## src/rtl/dsf_pkg.sv

```systemverilog
package dsf_pkg;

    typedef enum logic [2:0] {
        ST_IDLE,
        ST_SETUP,
        ST_SHIFT,
        ST_HOLD,
        ST_GAP
    } ser_state_e;

endpackage

```

## src/rtl/dsf_fifo.sv

```systemverilog
// Elastic buffer, first word visible at rdata while not empty.
// DEPTH must be a power of two.
module dsf_fifo #(
    parameter int W     = 32,
    parameter int DEPTH = 16
) (
    input  logic         clk,
    input  logic         rst_n,
    input  logic         push,
    input  logic [W-1:0] wdata,
    input  logic         pop,
    output logic [W-1:0] rdata,
    output logic         empty,
    output logic         full
);
    localparam int AW = $clog2(DEPTH);

    logic [W-1:0] mem [DEPTH];
    logic [AW-1:0] wr_ptr, rd_ptr;
    logic [AW:0]   level;
    logic          do_push, do_pop;

    assign empty   = (level == '0);
    assign full    = (level == (AW+1)'(DEPTH));
    assign do_push = push && !full;
    assign do_pop  = pop && !empty;
    assign rdata   = mem[rd_ptr];

    always_ff @(posedge clk) begin
        if (do_push) mem[wr_ptr] <= wdata;
    end

    always_ff @(posedge clk or negedge rst_n) begin
        if (!rst_n) begin
            wr_ptr <= '0;
            rd_ptr <= '0;
            level  <= '0;
        end else begin
            if (do_push) wr_ptr <= wr_ptr + AW'(1);
            if (do_pop)  rd_ptr <= rd_ptr + AW'(1);
            if (do_push && !do_pop)      level <= level + (AW+1)'(1);
            else if (do_pop && !do_push) level <= level - (AW+1)'(1);
        end
    end
endmodule

```

## src/rtl/dsf_serializer.sv

```systemverilog
// Burst serializer: one framed W-bit transfer per accepted start.
module dsf_serializer
    import dsf_pkg::*;
#(
    parameter int W            = 32,
    parameter int SCLK_HALF    = 2,
    parameter int T_CSS_CYC    = 4,
    parameter int T_CSH_CYC    = 2,
    parameter int T_CSHIGH_CYC = 10
) (
    input  logic         clk,
    input  logic         rst_n,
    input  logic         start,
    input  logic [W-1:0] word,
    output logic         take,
    output logic         frame_end,
    output logic         sclk,
    output logic         sdin,
    output logic         sync_n
);
    localparam int M1 = (T_CSS_CYC > T_CSH_CYC) ? T_CSS_CYC : T_CSH_CYC;
    localparam int M2 = (T_CSHIGH_CYC > SCLK_HALF) ? T_CSHIGH_CYC : SCLK_HALF;
    localparam int MX = (M1 > M2) ? M1 : M2;
    localparam int CW = $clog2(MX + 1);
    localparam int BW = $clog2(W);

    ser_state_e    state, nxt;
    logic [CW-1:0] cnt;
    logic [BW-1:0] bits_left;
    logic [W-1:0]  sh;
    logic          lo;
    logic          cnt_done;

    assign cnt_done  = (cnt == '0);
    assign take      = (state == ST_IDLE) && start;
    assign frame_end = (state == ST_HOLD) && cnt_done;

    // state register
    always_ff @(posedge clk or negedge rst_n) begin
        if (!rst_n) state <= ST_IDLE;
        else        state <= nxt;
    end

    // transitions
    always_comb begin
        nxt = state;
        unique case (state)
            ST_IDLE:  if (start)    nxt = ST_SETUP;
            ST_SETUP: if (cnt_done) nxt = ST_SHIFT;
            ST_SHIFT: if (lo && cnt_done && bits_left == '0) nxt = ST_HOLD;
            ST_HOLD:  if (cnt_done) nxt = ST_GAP;
            ST_GAP:   if (cnt_done) nxt = ST_IDLE;
            default:  nxt = ST_IDLE;
        endcase
    end

    // counters and shift register
    always_ff @(posedge clk or negedge rst_n) begin
        if (!rst_n) begin
            cnt       <= '0;
            bits_left <= '0;
            sh        <= '0;
            lo        <= 1'b0;
        end else begin
            unique case (state)
                ST_IDLE: if (start) begin
                    sh  <= word;
                    cnt <= CW'(T_CSS_CYC - 1);
                end
                ST_SETUP: if (cnt_done) begin
                    lo        <= 1'b1;
                    cnt       <= CW'(SCLK_HALF - 1);
                    bits_left <= BW'(W - 1);
                end else cnt <= cnt - CW'(1);
                ST_SHIFT: if (!cnt_done) cnt <= cnt - CW'(1);
                else if (lo) begin
                    if (bits_left == '0) cnt <= CW'(T_CSH_CYC - 1);
                    else begin
                        lo        <= 1'b0;
                        sh        <= {sh[W-2:0], 1'b0};
                        bits_left <= bits_left - BW'(1);
                        cnt       <= CW'(SCLK_HALF - 1);
                    end
                end else begin
                    lo  <= 1'b1;
                    cnt <= CW'(SCLK_HALF - 1);
                end
                ST_HOLD: if (cnt_done) cnt <= CW'(T_CSHIGH_CYC - 1);
                         else          cnt <= cnt - CW'(1);
                ST_GAP:  if (!cnt_done) cnt <= cnt - CW'(1);
                default: cnt <= '0;
            endcase
        end
    end

    // outputs
    always_comb begin
        sync_n = (state == ST_IDLE) || (state == ST_GAP);
        sclk   = !(((state == ST_SHIFT) && lo) || (state == ST_HOLD));
        sdin   = sh[W-1];
    end
endmodule

```

## src/rtl/dsf_ldac_ctl.sv

```systemverilog
// Load strobe: a tick fires a pulse only if a frame has completed since the last one.
module dsf_ldac_ctl #(
    parameter int LDAC_W = 2
) (
    input  logic clk,
    input  logic rst_n,
    input  logic tick,
    input  logic frame_end,
    output logic ldac_n
);
    localparam int LW = $clog2(LDAC_W + 1);

    logic          pending;
    logic [LW-1:0] pcnt;

    always_ff @(posedge clk or negedge rst_n) begin
        if (!rst_n) begin
            pending <= 1'b0;
            pcnt    <= '0;
        end else begin
            if (tick && pending)  pcnt <= LW'(LDAC_W);
            else if (pcnt != '0)  pcnt <= pcnt - LW'(1);
            if (frame_end)        pending <= 1'b1;
            else if (tick)        pending <= 1'b0;
        end
    end

    assign ldac_n = (pcnt == '0);
endmodule

```

## src/rtl/dac_stream_feeder.sv

```systemverilog
module dac_stream_feeder #(
    parameter int DATA_W       = 32,
    parameter int DEPTH        = 16,
    parameter int SCLK_HALF    = 2,
    parameter int T_CSS_CYC    = 4,
    parameter int T_CSH_CYC    = 2,
    parameter int T_CSHIGH_CYC = 10,
    parameter int LDAC_W       = 2
) (
    input  logic              clk,
    input  logic              rst_n,
    input  logic              smp_valid,
    input  logic [DATA_W-1:0] smp_data,
    input  logic              rate_tick,
    output logic              sclk,
    output logic              sdin,
    output logic              sync_n,
    output logic              ldac_n,
    output logic              underflow,
    output logic              overflow
);
    logic [DATA_W-1:0] head, last, word;
    logic              empty, full, take, frame_end, req;

    dsf_fifo #(.W(DATA_W), .DEPTH(DEPTH)) u_fifo (
        .clk(clk), .rst_n(rst_n),
        .push(smp_valid), .wdata(smp_data),
        .pop(take), .rdata(head),
        .empty(empty), .full(full)
    );

    assign word = empty ? last : head;

    dsf_serializer #(
        .W(DATA_W), .SCLK_HALF(SCLK_HALF), .T_CSS_CYC(T_CSS_CYC),
        .T_CSH_CYC(T_CSH_CYC), .T_CSHIGH_CYC(T_CSHIGH_CYC)
    ) u_ser (
        .clk(clk), .rst_n(rst_n), .start(req), .word(word),
        .take(take), .frame_end(frame_end),
        .sclk(sclk), .sdin(sdin), .sync_n(sync_n)
    );

    dsf_ldac_ctl #(.LDAC_W(LDAC_W)) u_ldac (
        .clk(clk), .rst_n(rst_n), .tick(rate_tick),
        .frame_end(frame_end), .ldac_n(ldac_n)
    );

    always_ff @(posedge clk or negedge rst_n) begin
        if (!rst_n) begin
            req       <= 1'b0;
            last      <= '0;
            underflow <= 1'b0;
            overflow  <= 1'b0;
        end else begin
            req <= rate_tick || (req && !take);
            if (take)              last      <= word;
            if (take && empty)     underflow <= 1'b1;
            if (smp_valid && full) overflow  <= 1'b1;
        end
    end
endmodule

```

## config.mk

```make
export PLATFORM = sky130hd
export DESIGN_NAME = dac_stream_feeder
export DESIGN_NICKNAME = d
export VERILOG_FILES = /design/src/rtl/dsf_pkg.sv /design/src/rtl/dsf_fifo.sv /design/src/rtl/dsf_serializer.sv /design/src/rtl/dsf_ldac_ctl.sv /design/src/rtl/dac_stream_feeder.sv
export SDC_FILE = /design/constraint.sdc
export NUM_CORES = 1
export LEC_CHECK = 0
export BUFFER_PORTS_ARGS = -buffer_cell sky130_fd_sc_hd__buf_2
export CORE_MARGIN = 4
export CORE_UTILIZATION = 35
export CTS_CLUSTER_DIAMETER = 80
export CTS_CLUSTER_SIZE = 30
export DETAILED_ROUTE_END_ITERATION = 7
export GPL_TIMING_DRIVEN = 0
export PLACE_DENSITY = 0.47
export SYNTH_ARGS = -nofsm -noshare
export SYNTH_HDL_FRONTEND = slang
export SYNTH_HIERARCHICAL = 1
export SYNTH_SLANG_ARGS = --single-unit
```

## constraint.sdc

```tcl
create_clock -name clk -period 4.8 [get_ports clk]
set_input_delay 0.96 -clock clk [delete_from_list [all_inputs] [get_ports clk]]
set_output_delay 0.96 -clock clk [all_outputs]
set_load 0.02 [all_outputs]
```

==> impl_results.md, run 1 <==
- Syn nets: ~1400
- CP Data Arrival Time: roughly 4 ns
- Worst flop-to-flop path startpoint: req
- Lkg Pwr: slightly below 10 nW
- CTS Hold Bufs: 0
- Die width: 274 um
- CTS clock-pin slew for the worst setup and hold paths: 0.12 ns
- CTS root buf: clkbuf_16
- Crit. End Element: flip-flop
- Nets@finish: approximately 1500
- Register bit total from synthesis: about 610
- Final Skew: 0.0243 ns
- Area grow syn2layout: 13.1%
- Worst-path fanout max: 10
- Startpoint Class: flip-flop
- DIE HEIGHT: approximately 270 um
- Synthesis Warnings: 6
- Slew Limit Headroom: approximately a quarter
- Final non-filler cell total: approximately 2500
- # setup viols final: 0
- Row count: 97
- TritonCTS clock tree: built
- CTS sink cnt: 608
- Seq/Total Area, Yosys: between 70 and 80%
- Commonest non-fill, non-tap cell in the layout: edfxtp_1
- Power Dens Cells: 591 mW/mm2
- Unrepaired setup endpoints after global routing: false
- Clock Power Share: 19.4%
- Max clock buf depth: 3
- Fillcell total: 6430
- Top Ports: 42
- TritonCTS Buffers: 31
- Status: complete, no violations
- Synth Instances: roughly 1400
- Fmax: around 0.28 GHz
- Switching power: a little under 6 mW
- Final Max Slew Viols: 0
- Synth Area per Inst: roughly 18 um2
- Via count: approximately 13000
- Most frequent cells in the layout: edfxtp_1, mux2i_1, o21ai_0, dfrtp_1, buf_2
- Max-Cap Viols: 0
- Total congestion overflow: 0
- Mapped Area: between 0.02 and 0.025 mm2
- Initial Utilization: roughly 35%
- Final WL: about 59 mm
- H-tree depth: 1
- Total Routing Usage GR: between 15 and 20%
- Drt via density: 5.20
- Worst skew pair latency: around 0.64 ns
- 1st-iter DRT viols: about 1000
- Peak VDD IR: between 0.2 and 0.3 mV
- Reg2reg setup slack: 1.29 ns
- Dpl cells: roughly 2400
- Final core area utilization: ~40%
- Drt drc: 0
- Post-synth EDFFs: around 510
- Final ANT Viol Nets: 0
- Core area: between 0.07 and 0.08 mm2
- CP required: ~5.4 ns
- Comb power frac: around two fifths
- Die area: approximately 0.075 mm2
- Largest net degree at the start of global routing: 66
- First-pass GRT wire length: 87.1 mm
- Seq pwr share: a little over two fifths
- DR pass1 iterations: 5
- FFs w/ async S/R, synth: between 10% and 20%
- Int Pwr: 10.6 mW
- GPL Wtd Cong: 0.723
- Worst hold path type: in2async
- Worst Setup Path Type: reg2reg
- IO buf count: about 40
- Tcrit/Tclk final: ~73%
- Worst-case reg-to-reg path depth: 12
- Final hold viol count: 0
- Min Tclk post-route: around 3.5 ns
- CTS resizes: 0
- Slew @ Worst Pin: between 1 and 1.5 ns
- Post-synthesis cell type count: 63
- Share of cells above drive strength 1: 22.4%
- Top_reg_cell synth: edfxtp_1
- Routed WL per cell: 24.1 um
- Worst flop-to-flop path endpoint: u_fifo/level[4]
- Number of global-route vias before repair: 12795
- HPWL after detailed placement: slightly above 40 mm
- Sw frac: a little over a third
- Post-CTS Setup Repair Bufs: 0
- Antenna violations before repair: 3
-- area by class of cell --
class / instances / area (um2) / area share, %
Timing Repair Buffer: 74 / 848 / 3.03
Buffer: 82 / 551 / 1.96
Clock inverter: 24 / 324 / 1.16
Clock buffer: 32 / 779 / 2.78
Sequential cell: 608 / 17800 / 63.4
Tap cell: 940 / 1180 / 4.19
Antenna cell: 3 / 7.51 / 0.0268
Multi-Input combinational cell: 672 / 6520 / 23.3
Inverter: 15 / 56.3 / 0.201
-- power by group through the flow --
stage / clock [mW] / sequential (mW) / combinational, mW
after global placement: 0 / 7.08 / 6.23
final: 3.22 / 6.92 / 6.44
after CTS: 3.35 / 6.93 / 6.53
after global routing: 3.53 / 7.01 / 6.99
after floorplan: 0 / 6.97 / 4.31
after detailed placement: 0 / 7.04 / 6.51
-- metal layers --
| metal | GRT usage [%] | wire, um |
|---|---|---|
| met5 | 0 | 13 |
| met1 | 22.7 | 27600 |
| met4 | 2.74 | 990 |
| met2 | 25.1 | 28000 |
| met3 | 2.52 | 2490 |
-- synth_stat cells, drive strengths merged, types with 5 or more instances --
master  count  area share, %
ha         13           0.66
mux2i     160            6.5
mux4       64            5.9
nand2      51           0.77
nand2b      5           0.16
buf        58            1.9
a22oi      32           0.97
edfxtp    512             62
xnor2      11           0.39
mux2       65            3.4
a21o        7           0.21
nor2       27           0.42
o21ai     105            2.1
clkbuf     24           0.36
nor3       12           0.29
inv        15           0.23
dfrtp      96            9.7
a221oi     64            2.3
a21oi       7           0.14
-- kinds of logic after synthesis --
logic type / Yosys count / share of synthesized area (%)
flip-flops: 608 / 71.7
AO/OA/AOI/OAI: 237 / 6.50
adder cells (fa/ha/maj): 14 / 0.737
AND/OR/NAND/NOR: 118 / 2.35
multiplexers: 289 / 15.8
XOR/XNOR: 14 / 0.495
buffers and inverters: 97 / 2.45
-- flip-flops by register name (all words and copies together) (netlist names) --
signal and cells:
u_ser/cnt 4, underflow 1, req 1, u_ser/lo 1
u_fifo/level 5, overflow 1, u_ser/sh 32, u_ldac/pending 1
u_ldac/pcnt 2, u_ser/state 3, u_fifo/mem 512, u_fifo/rd_ptr 4
u_ser/bits_left 5, u_fifo/wr_ptr 4, last 32
-- stage by stage --
| stage | hold slack, ns | total power, mW | cell area, um2 | setup slack (ns) | TNS (ns) |
|---|---|---|---|---|---|
| finish | 0.265 | 16.6 | 28000 | 1.29 | 0 |
| detailed placement | 0.445 | 13.5 | 26900 | 1.24 | 0 |
| floorplan | 0.442 | 11.3 | 24800 | 0.675 | 0 |
| global placement | 0.437 | 13.3 | 26200 | -3.07 | -538.21 |
| CTS | 0.262 | 16.8 | 28000 | 1.20 | 0 |
| global route | 0.275 | 17.5 | 28000 | 0.930 | 0 |
-- critical path: stages (launching register included) --
cell	delay, ns
dfrtp_1	0.47
o21ai_0	0.56
clkbuf_1	0.39
nor2_1	0.20
o21a_1	0.22
inv_2	0.13
ha_1	0.17
inv_1	0.11
fa_1	0.42
a21o_1	0.20
a21oi_1	0.19
mux2i_1	0.24
xnor2_1	0.13
-- how the worst max path moves through the flow --
stage / startpoint / end / slack [ns] / depth (start not counted)
2_1_floorplan: smp_valid / u_fifo/mem[3][0] / 0.68 / 3
3_3_place_gp: smp_valid / u_fifo/mem[1][14] / -3.07 / 4
3_5_place_dp: req / u_fifo/level[4] / 1.24 / 12
4_1_cts: req / u_fifo/level[4] / 1.20 / 12
5_1_grt: req / u_fifo/level[4] / 0.93 / 12
6_report: req / u_fifo/level[4] / 1.29 / 12
No activity file was read; power rests on OpenSTA's default activity.
==> run 2, diff against run 1 <==
--- a/config.mk
+++ b/config.mk
@@ -5,6 +5,7 @@
 export SDC_FILE = /design/constraint.sdc
 export NUM_CORES = 1
 export LEC_CHECK = 0
+export ABC_AREA = 1
 export BUFFER_PORTS_ARGS = -buffer_cell sky130_fd_sc_hd__buf_2
 export CORE_MARGIN = 4
 export CORE_UTILIZATION = 35
@@ -12,7 +13,7 @@
 export CTS_CLUSTER_SIZE = 30
 export DETAILED_ROUTE_END_ITERATION = 7
 export GPL_TIMING_DRIVEN = 0
-export PLACE_DENSITY = 0.47
+export PLACE_DENSITY = 0.49
 export SYNTH_ARGS = -nofsm -noshare
 export SYNTH_HDL_FRONTEND = slang
 export SYNTH_HIERARCHICAL = 1
==> constraint.sdc (replaced) <==
create_clock -name clk -period 3 [get_ports clk]
set_input_delay 0.6 -clock clk [delete_from_list [all_inputs] [get_ports clk]]
set_output_delay 0.6 -clock clk [all_outputs]
set_load 0.02 [all_outputs]
==> run 2 against run 1 <==
Sequential share of layout area down 5.2 points; fmax up 27%; die area up 9.3%; clock skew up 0.016 ns; power up 79%; clock power up 79%; via count up 47%; clock-buffer cell count up 7; first-iteration DRC count up 23%.
==> impl_results.md, run 2 <==
- Status: complete, no violations
- CTS clock-pin slew for the worst setup and hold paths: ~0.090 ns
- DR pass1 iterations: 7
- Largest family of logic cells by synthesized area: simple AND/OR/NAND/NOR gates
- Worst path top cell family by delay: buffers and inverters
- Top-area cell type share of the netlist area: 56.6%
- HPWL after detailed placement: ~52 mm
- Final hold viol count: 0
- Worst hold path type: in2async
- Mux cell area share after synthesis: 0%
- Mapped Area: between 0.02 and 0.03 mm2
- Final Skew: roughly 0.041 ns
- Worst hold slack: between 0.03 and 0.04 ns
- Crit path depth: 13
- Top-count cell post-synth: nand2_1
- Register area: between 0.015 and 0.02 mm2
- Number of global-route vias before repair: between 15000 and 20000
- DIE HEIGHT: 287 um
- CTS Hold Bufs: 0
- # setup viols final: 0
- Post-synthesis compound-gate area fraction: less than 1%
- Post-synth EDFFs: slightly above 500
- Core area: roughly 0.076 mm2
- Fillcell total: 7487
- 1st-iter DRT viols: between 1000 and 1500
- Top Ports: between 40 and 50
- Share of cells above drive strength 1: under 10%
- H-tree depth: 2
- Synth top area cells: edfxtp_1, nand2_1, dfrtp_1
- Die area: about 0.08 mm2
- Post-synth top cells: nand2_1, edfxtp_1, inv_1
- Biggest registers after layout: u_fifo/mem: 512 flops, last: 32 flops, u_ser/sh: 32 flops
- Power Dens Cells: around 1000 mW/mm2
- Setup TNS Final: 0 ns
- Max incr delay on CP: between 0.7 and 0.8 ns
- Largest net degree at the start of global routing: slightly below 60
- CTS root buf: clkbuf_16
- Final ANT Viol Nets: 0
- Peak VDD IR: roughly 0.40 mV
- Crit-path slowest cell: clkbuf_1
- Post-synthesis cell type count: 33
- Worst flop-to-flop path endpoint: u_ser/sh[9]
- Worst-path cell chain: inv_2 > buf_4 > clkbuf_1 > nand3_1 > nand2_1 > nand2_1 > inv_1 > nand2_1 > and2_1 > nand2_1 > nand2_1 > nand3_1 > nand2_1
- Nets@finish: a little under 3000
- Total Routing Usage GR: 18.1%
- Register bit total from synthesis: slightly above 600
- GPL Wtd Cong: about 0.81
- Reg2reg setup slack: approximately 0.23 ns
- Die width: 287 um
- Post-CTS Setup Repair Bufs: 0
- Multi-input gate area: ~0.0076 mm2
- Top_reg_cell synth: edfxtp_1
- Max FFs per register: between 500 and 600
- TritonCTS Buffers: 36
- Area grow syn2layout: 12.3%
- Simple-gate area share of the yosys netlist: about a quarter
- Worst flop-to-flop path startpoint: u_fifo/rd_ptr[2]
- Synth Instances: 2829
- Synthesis Warnings: 6
- Final core area utilization: about two fifths
- Final Max Slew Viols: 0
- Worst Setup Path Type: reg2reg
- Row count: 101
- Slew @ Worst Pin: roughly 1.0 ns
- Final WL: about 75 mm
- Unrepaired setup endpoints after global routing: false
- Min Tclk post-route: about 2.8 ns
- CTS resizes: 0
- Worst skew pair latency: ~0.59 ns
- Final non-filler cell total: roughly 4000
- Max-Cap Viols: 0
- CP required: 3.46 ns
- First-pass GRT wire length: approximately 110 mm
- Drt drc: 0
- Worst-path fanout max: 10
- Commonest non-fill, non-tap cell in the layout: nand2_1
- CP most frequent cell: nand2_1
- Initial Utilization: between 30% and 40%
- FFs w/ async S/R, synth: 15.8%
- Fmax: approximately 0.36 GHz
- Startpoint Class: flip-flop
- Synth Area per Inst: approximately 9.6 um2
- Lkg Pwr: 13.3 nW
- Via count: ~19000
- Syn nets: between 2000 and 3000
- Drt via density: 4.70
- CP Data Arrival Time: roughly 3.2 ns
- Largest register by flop count: u_fifo/mem
- Worst-case reg-to-reg path depth: 13
- Routed WL per cell: about 19 um
- CP Capture Point: u_ser/sh[9]
- XOR/XNOR share of the synthesized area: less than 1%
- Tcrit/Tclk final: between 90% and 100%
- Slew Limit Headroom: 33.4%
- Buffers & Inverters on Critical Path: 4
- Antenna violations before repair: 1
- Crit. End Element: flip-flop
- Most frequent cells in the layout: nand2_1, edfxtp_1, inv_1, nand3_1, nor2_1
- CTS sink cnt: between 600 and 700
- Seq/Total Area, Yosys: 65.4%
- IO buf count: around 40
- Yosys top cell by area: edfxtp_1
- TritonCTS clock tree: built
- CP Launch Point: u_fifo/rd_ptr[2]
- Dpl cells: around 4000
- Max clock buf depth: 3
- Synth Area in Adders: less than 1%
- Total congestion overflow: 0
## run 2: cells by family after synthesis
group	count (synthesis)
buffers and inverters	435
adders and majority gates	14
and+or+nand+nor	1744
AOI/OAI and AO/OA	21
xor gates and xnor gates	7
DFF	608
## run 2: worst min path at each step
| stage | slack, ns | from | end |
|---|---|---|---|
| detailed placement | 0.44 | overflow | overflow |
| finish | 0.04 | rst_n | u_ser/bits_left[1] |
| global placement | 0.44 | overflow | overflow |
| CTS | 0.02 | rst_n | last[2] |
| global route | 0.06 | rst_n | u_ser/bits_left[1] |
| floorplan | 0.30 | rst_n | last[0] |
## run 2: cell type report
cell class              count  share of cell area [%]
diodes                      2                  0.0164
multi-input cells        1786                    24.8
clock buffers              39                    3.06
well taps                1030                    4.22
plain buffers             130                    2.61
clock inverters            24                    1.12
repair buffers             60                    2.12
inverters                 305                    3.77
flip-flops and latches    608                    58.2
## run 2: where the power goes
part           switching (mW)  leakage (nW)  internal, mW  total, mW
clock                    3.08         0.612          2.68       5.76
combinational            9.04          6.85          3.93       13.0
sequential              0.496          5.80          10.5       11.0
total                    12.6          13.3          17.1       29.7
## run 2: routing by layer
| layer | share of wire, % | track usage (%) |
|---|---|---|
| met1 | 45 | 25.0 |
| met5 | 0.012 | 0 |
| met4 | 2.8 | 5.43 |
| met2 | 47 | 30.0 |
| met3 | 4.9 | 2.09 |
## run 2: stage by stage
stage,instance area (um2),setup slack (ns),total power [mW]
floorplan,27200,0.225,19.4
global placement,28700,-1.92,23.7
detailed placement,29200,0.270,24.2
CTS,30500,0.258,29.9
global route,30500,0.0508,31.8
finish,30500,0.226,29.7
==> run 3, diff against run 2 <==
--- a/config.mk
+++ b/config.mk
@@ -9,6 +9,7 @@
 export BUFFER_PORTS_ARGS = -buffer_cell sky130_fd_sc_hd__buf_2
 export CORE_MARGIN = 4
 export CORE_UTILIZATION = 35
+export CTS_BUF_LIST = sky130_fd_sc_hd__clkbuf_4
 export CTS_CLUSTER_DIAMETER = 80
 export CTS_CLUSTER_SIZE = 30
 export DETAILED_ROUTE_END_ITERATION = 7
@@ -18,3 +19,4 @@
 export SYNTH_HDL_FRONTEND = slang
 export SYNTH_HIERARCHICAL = 1
 export SYNTH_SLANG_ARGS = --single-unit
+export TNS_END_PERCENT = 1
==> run 3 against run 2 <==
Global-route usage is essentially flat; flip-flop and latch count unchanged; clock-buffer cell count is the same; non-clock buffer count grew 26; clock power decreased by 32%; critical path depth unchanged; sequential power about the same; die area is the same; final area is 1.2% lower; final cell count up 0.65%; fmax is 1.7% lower; via count grew 0.42%.
==> impl_results.md, run 3 (synthesis results as in run 2) <==
- Status: complete, no violations
- Number of global-route vias before repair: around 18000
- CTS sink cnt: approximately 610
- Area grow syn2layout: 10.9%
- Lkg Pwr: roughly 13 nW
- HPWL after detailed placement: about 52 mm
- Power Dens Cells: 924 mW/mm2
- Commonest non-fill, non-tap cell in the layout: nand2_1
- Final hold viol count: 0
- Largest net degree at the start of global routing: 58
- TritonCTS clock tree: built
- Share of cells above drive strength 1: around 9%
- CP required: around 3.7 ns
- Nets@finish: around 3000
- Drt drc: 0
- Crit. End Element: flip-flop
- Max-Cap Viols: 0
- Unrepaired setup endpoints after global routing: false
- 1st-iter DRT viols: approximately 1200
- Max FFs per register: ~510
- CTS clock-pin slew for the worst setup and hold paths: between 0.2 and 0.25 ns
- Worst Setup Path Type: reg2reg
- Multi-input gate area: ~0.0076 mm2
- Row count: approximately 100
- Total Routing Usage GR: between 15 and 20%
- Core area: about 0.076 mm2
- Peak VDD IR: 0.355 mV
- Buffers & Inverters on Critical Path: 4
- IO buf count: 41
- Biggest registers after layout: u_fifo/mem: 512 flops, last: 32 flops, u_ser/sh: 32 flops
- Startpoint Class: flip-flop
- Antenna violations before repair: 3
- Final Skew: 0.110 ns
- Max incr delay on CP: 0.80 ns
- Final Max Slew Viols: 0
- GPL Wtd Cong: between 0.8 and 0.9
- Top Ports: 42
- CTS root buf: clkbuf_4
- Fmax: 0.354 GHz
- Drt via density: between 4 and 5
- First-pass GRT wire length: between 100 and 150 mm
- Final ANT Viol Nets: 0
- Worst skew pair latency: a little under 0.9 ns
- Max clock buf depth: 3
- Place WS: about 0.27 ns
- Largest register by flop count: u_fifo/mem
- Via count: 18786
- TritonCTS Buffers: 36
- Worst-path fanout max: 10
- Crit-path slowest cell: clkbuf_1
- Worst hold path type: in2reg
- CP most frequent cell: nand2_1
- Slew Limit Headroom: a little under a third
- Routed WL per cell: about 19 um
- CP Data Arrival Time: approximately 3.5 ns
- CTS resizes: 0
- Register area: between 0.015 and 0.02 mm2
- Initial Utilization: a little over a third
- H-tree depth: 2
- Slew @ Worst Pin: approximately 1.0 ns
- Min Tclk post-route: 2.82 ns
- DIE HEIGHT: 287 um
- Most frequent cells in the layout: nand2_1, edfxtp_1, inv_1, nand3_1, nor2_1
- Tcrit/Tclk final: ~94%
- Worst path top cell family by delay: buffers and inverters
- # setup viols final: 0
- Setup TNS Final: 0 ns
- DR pass1 iterations: 6
- Worst-path cell chain: inv_2 > buf_4 > clkbuf_1 > nand3_1 > nand2_1 > nand2_1 > inv_1 > nand2_1 > and2_1 > nand2_1 > nand2_1 > nand3_1 > nand2_1
- Final WL: around 75 mm
- Final worst slack: 0.179 ns
- Die area: around 0.08 mm2
- Total congestion overflow: 0
- Die width: approximately 290 um
- Fillcell total: approximately 7600
run 3: changes by cell type in the layout (fill, tap and decap cells not counted), sizes merged:
cell         before  now
dlygate4sd3       0   26
run 3: worst register-to-register path, cell delays in order, from the launching register on:
cell and delay, ns:
dfrtp_1 0.51, inv_2 0.12, buf_4 0.22, clkbuf_1 0.81, nand3_1 0.18, nand2_1 0.13, nand2_1 0.17, inv_1 0.10
nand2_1 0.08, and2_1 0.15, nand2_1 0.06, nand2_1 0.06, nand3_1 0.07, nand2_1 0.05
run 3: layout make-up:
type	instances	share of cell area, %
Sequential cell	608	59.0
Multi-Input combinational cell	1786	25.2
Tap cell	1030	4.28
Inverter	305	3.81
Timing Repair Buffer	86	3.01
Buffer	130	2.64
Clock inverter	24	1.13
Clock buffer	39	0.971
Antenna cell	2	0.0166
run 3: final timing paths:
kind                                   from            endpoint  slack (ns)  depth (start not counted)
hold / removal                 smp_data[27]  u_fifo/mem[13][27]        0.12                          1
min in group asynchronous             rst_n             last[2]        0.31                          2
max in group asynchronous             rst_n     u_fifo/level[3]        1.97                          3
setup / recovery           u_fifo/rd_ptr[2]         u_ser/sh[9]        0.18                         13
setup reg to reg           u_fifo/rd_ptr[2]         u_ser/sh[9]        0.18                         13
hold reg to reg                    overflow            overflow        0.48                          1
run 3: stage by stage:
stage / util [%] / area [um2] / std cells / hold slack, ns / power (mW)
2_1_floorplan: - / 27200 / 2829 / 0.304 / 19.4
3_3_place_gp: 37.5 / 28700 / 3900 / 0.440 / 23.7
3_5_place_dp: 38.2 / 29200 / 3919 / 0.443 / 24.2
4_1_cts: 39.4 / 30100 / 4008 / 0.00153 / 28.1
5_1_grt: 39.4 / 30100 / 4009 / 0.0329 / 30.0
6_report: 39.4 / 30100 / 4010 / 0.121 / 27.9
run 3: where the power goes:
group / switching (mW) / internal, mW / total (mW)
Combinational: 9.05 / 3.95 / 13.0
Clock: 2.84 / 1.06 / 3.90
Sequential: 0.496 / 10.5 / 11.0
Total: 12.4 / 15.5 / 27.9
run 3: what timing repair did:
action | 4_1_cts | 5_1_grt
setup buffers | 0 | 0
hold buffers | 26 | 0
hold endpoints to repair | 354 | 0
run 3: routing by layer:
metal | share of wire (%) | vias up | track usage, %
li1 | - | 9215 | -
met1 | 46 | 9044 | 25.1
met2 | 47 | 425 | 30.2
met3 | 4.6 | 100 | 2.07
met4 | 2.8 | 2 | 5.20
met5 | 0.017 | - | 0
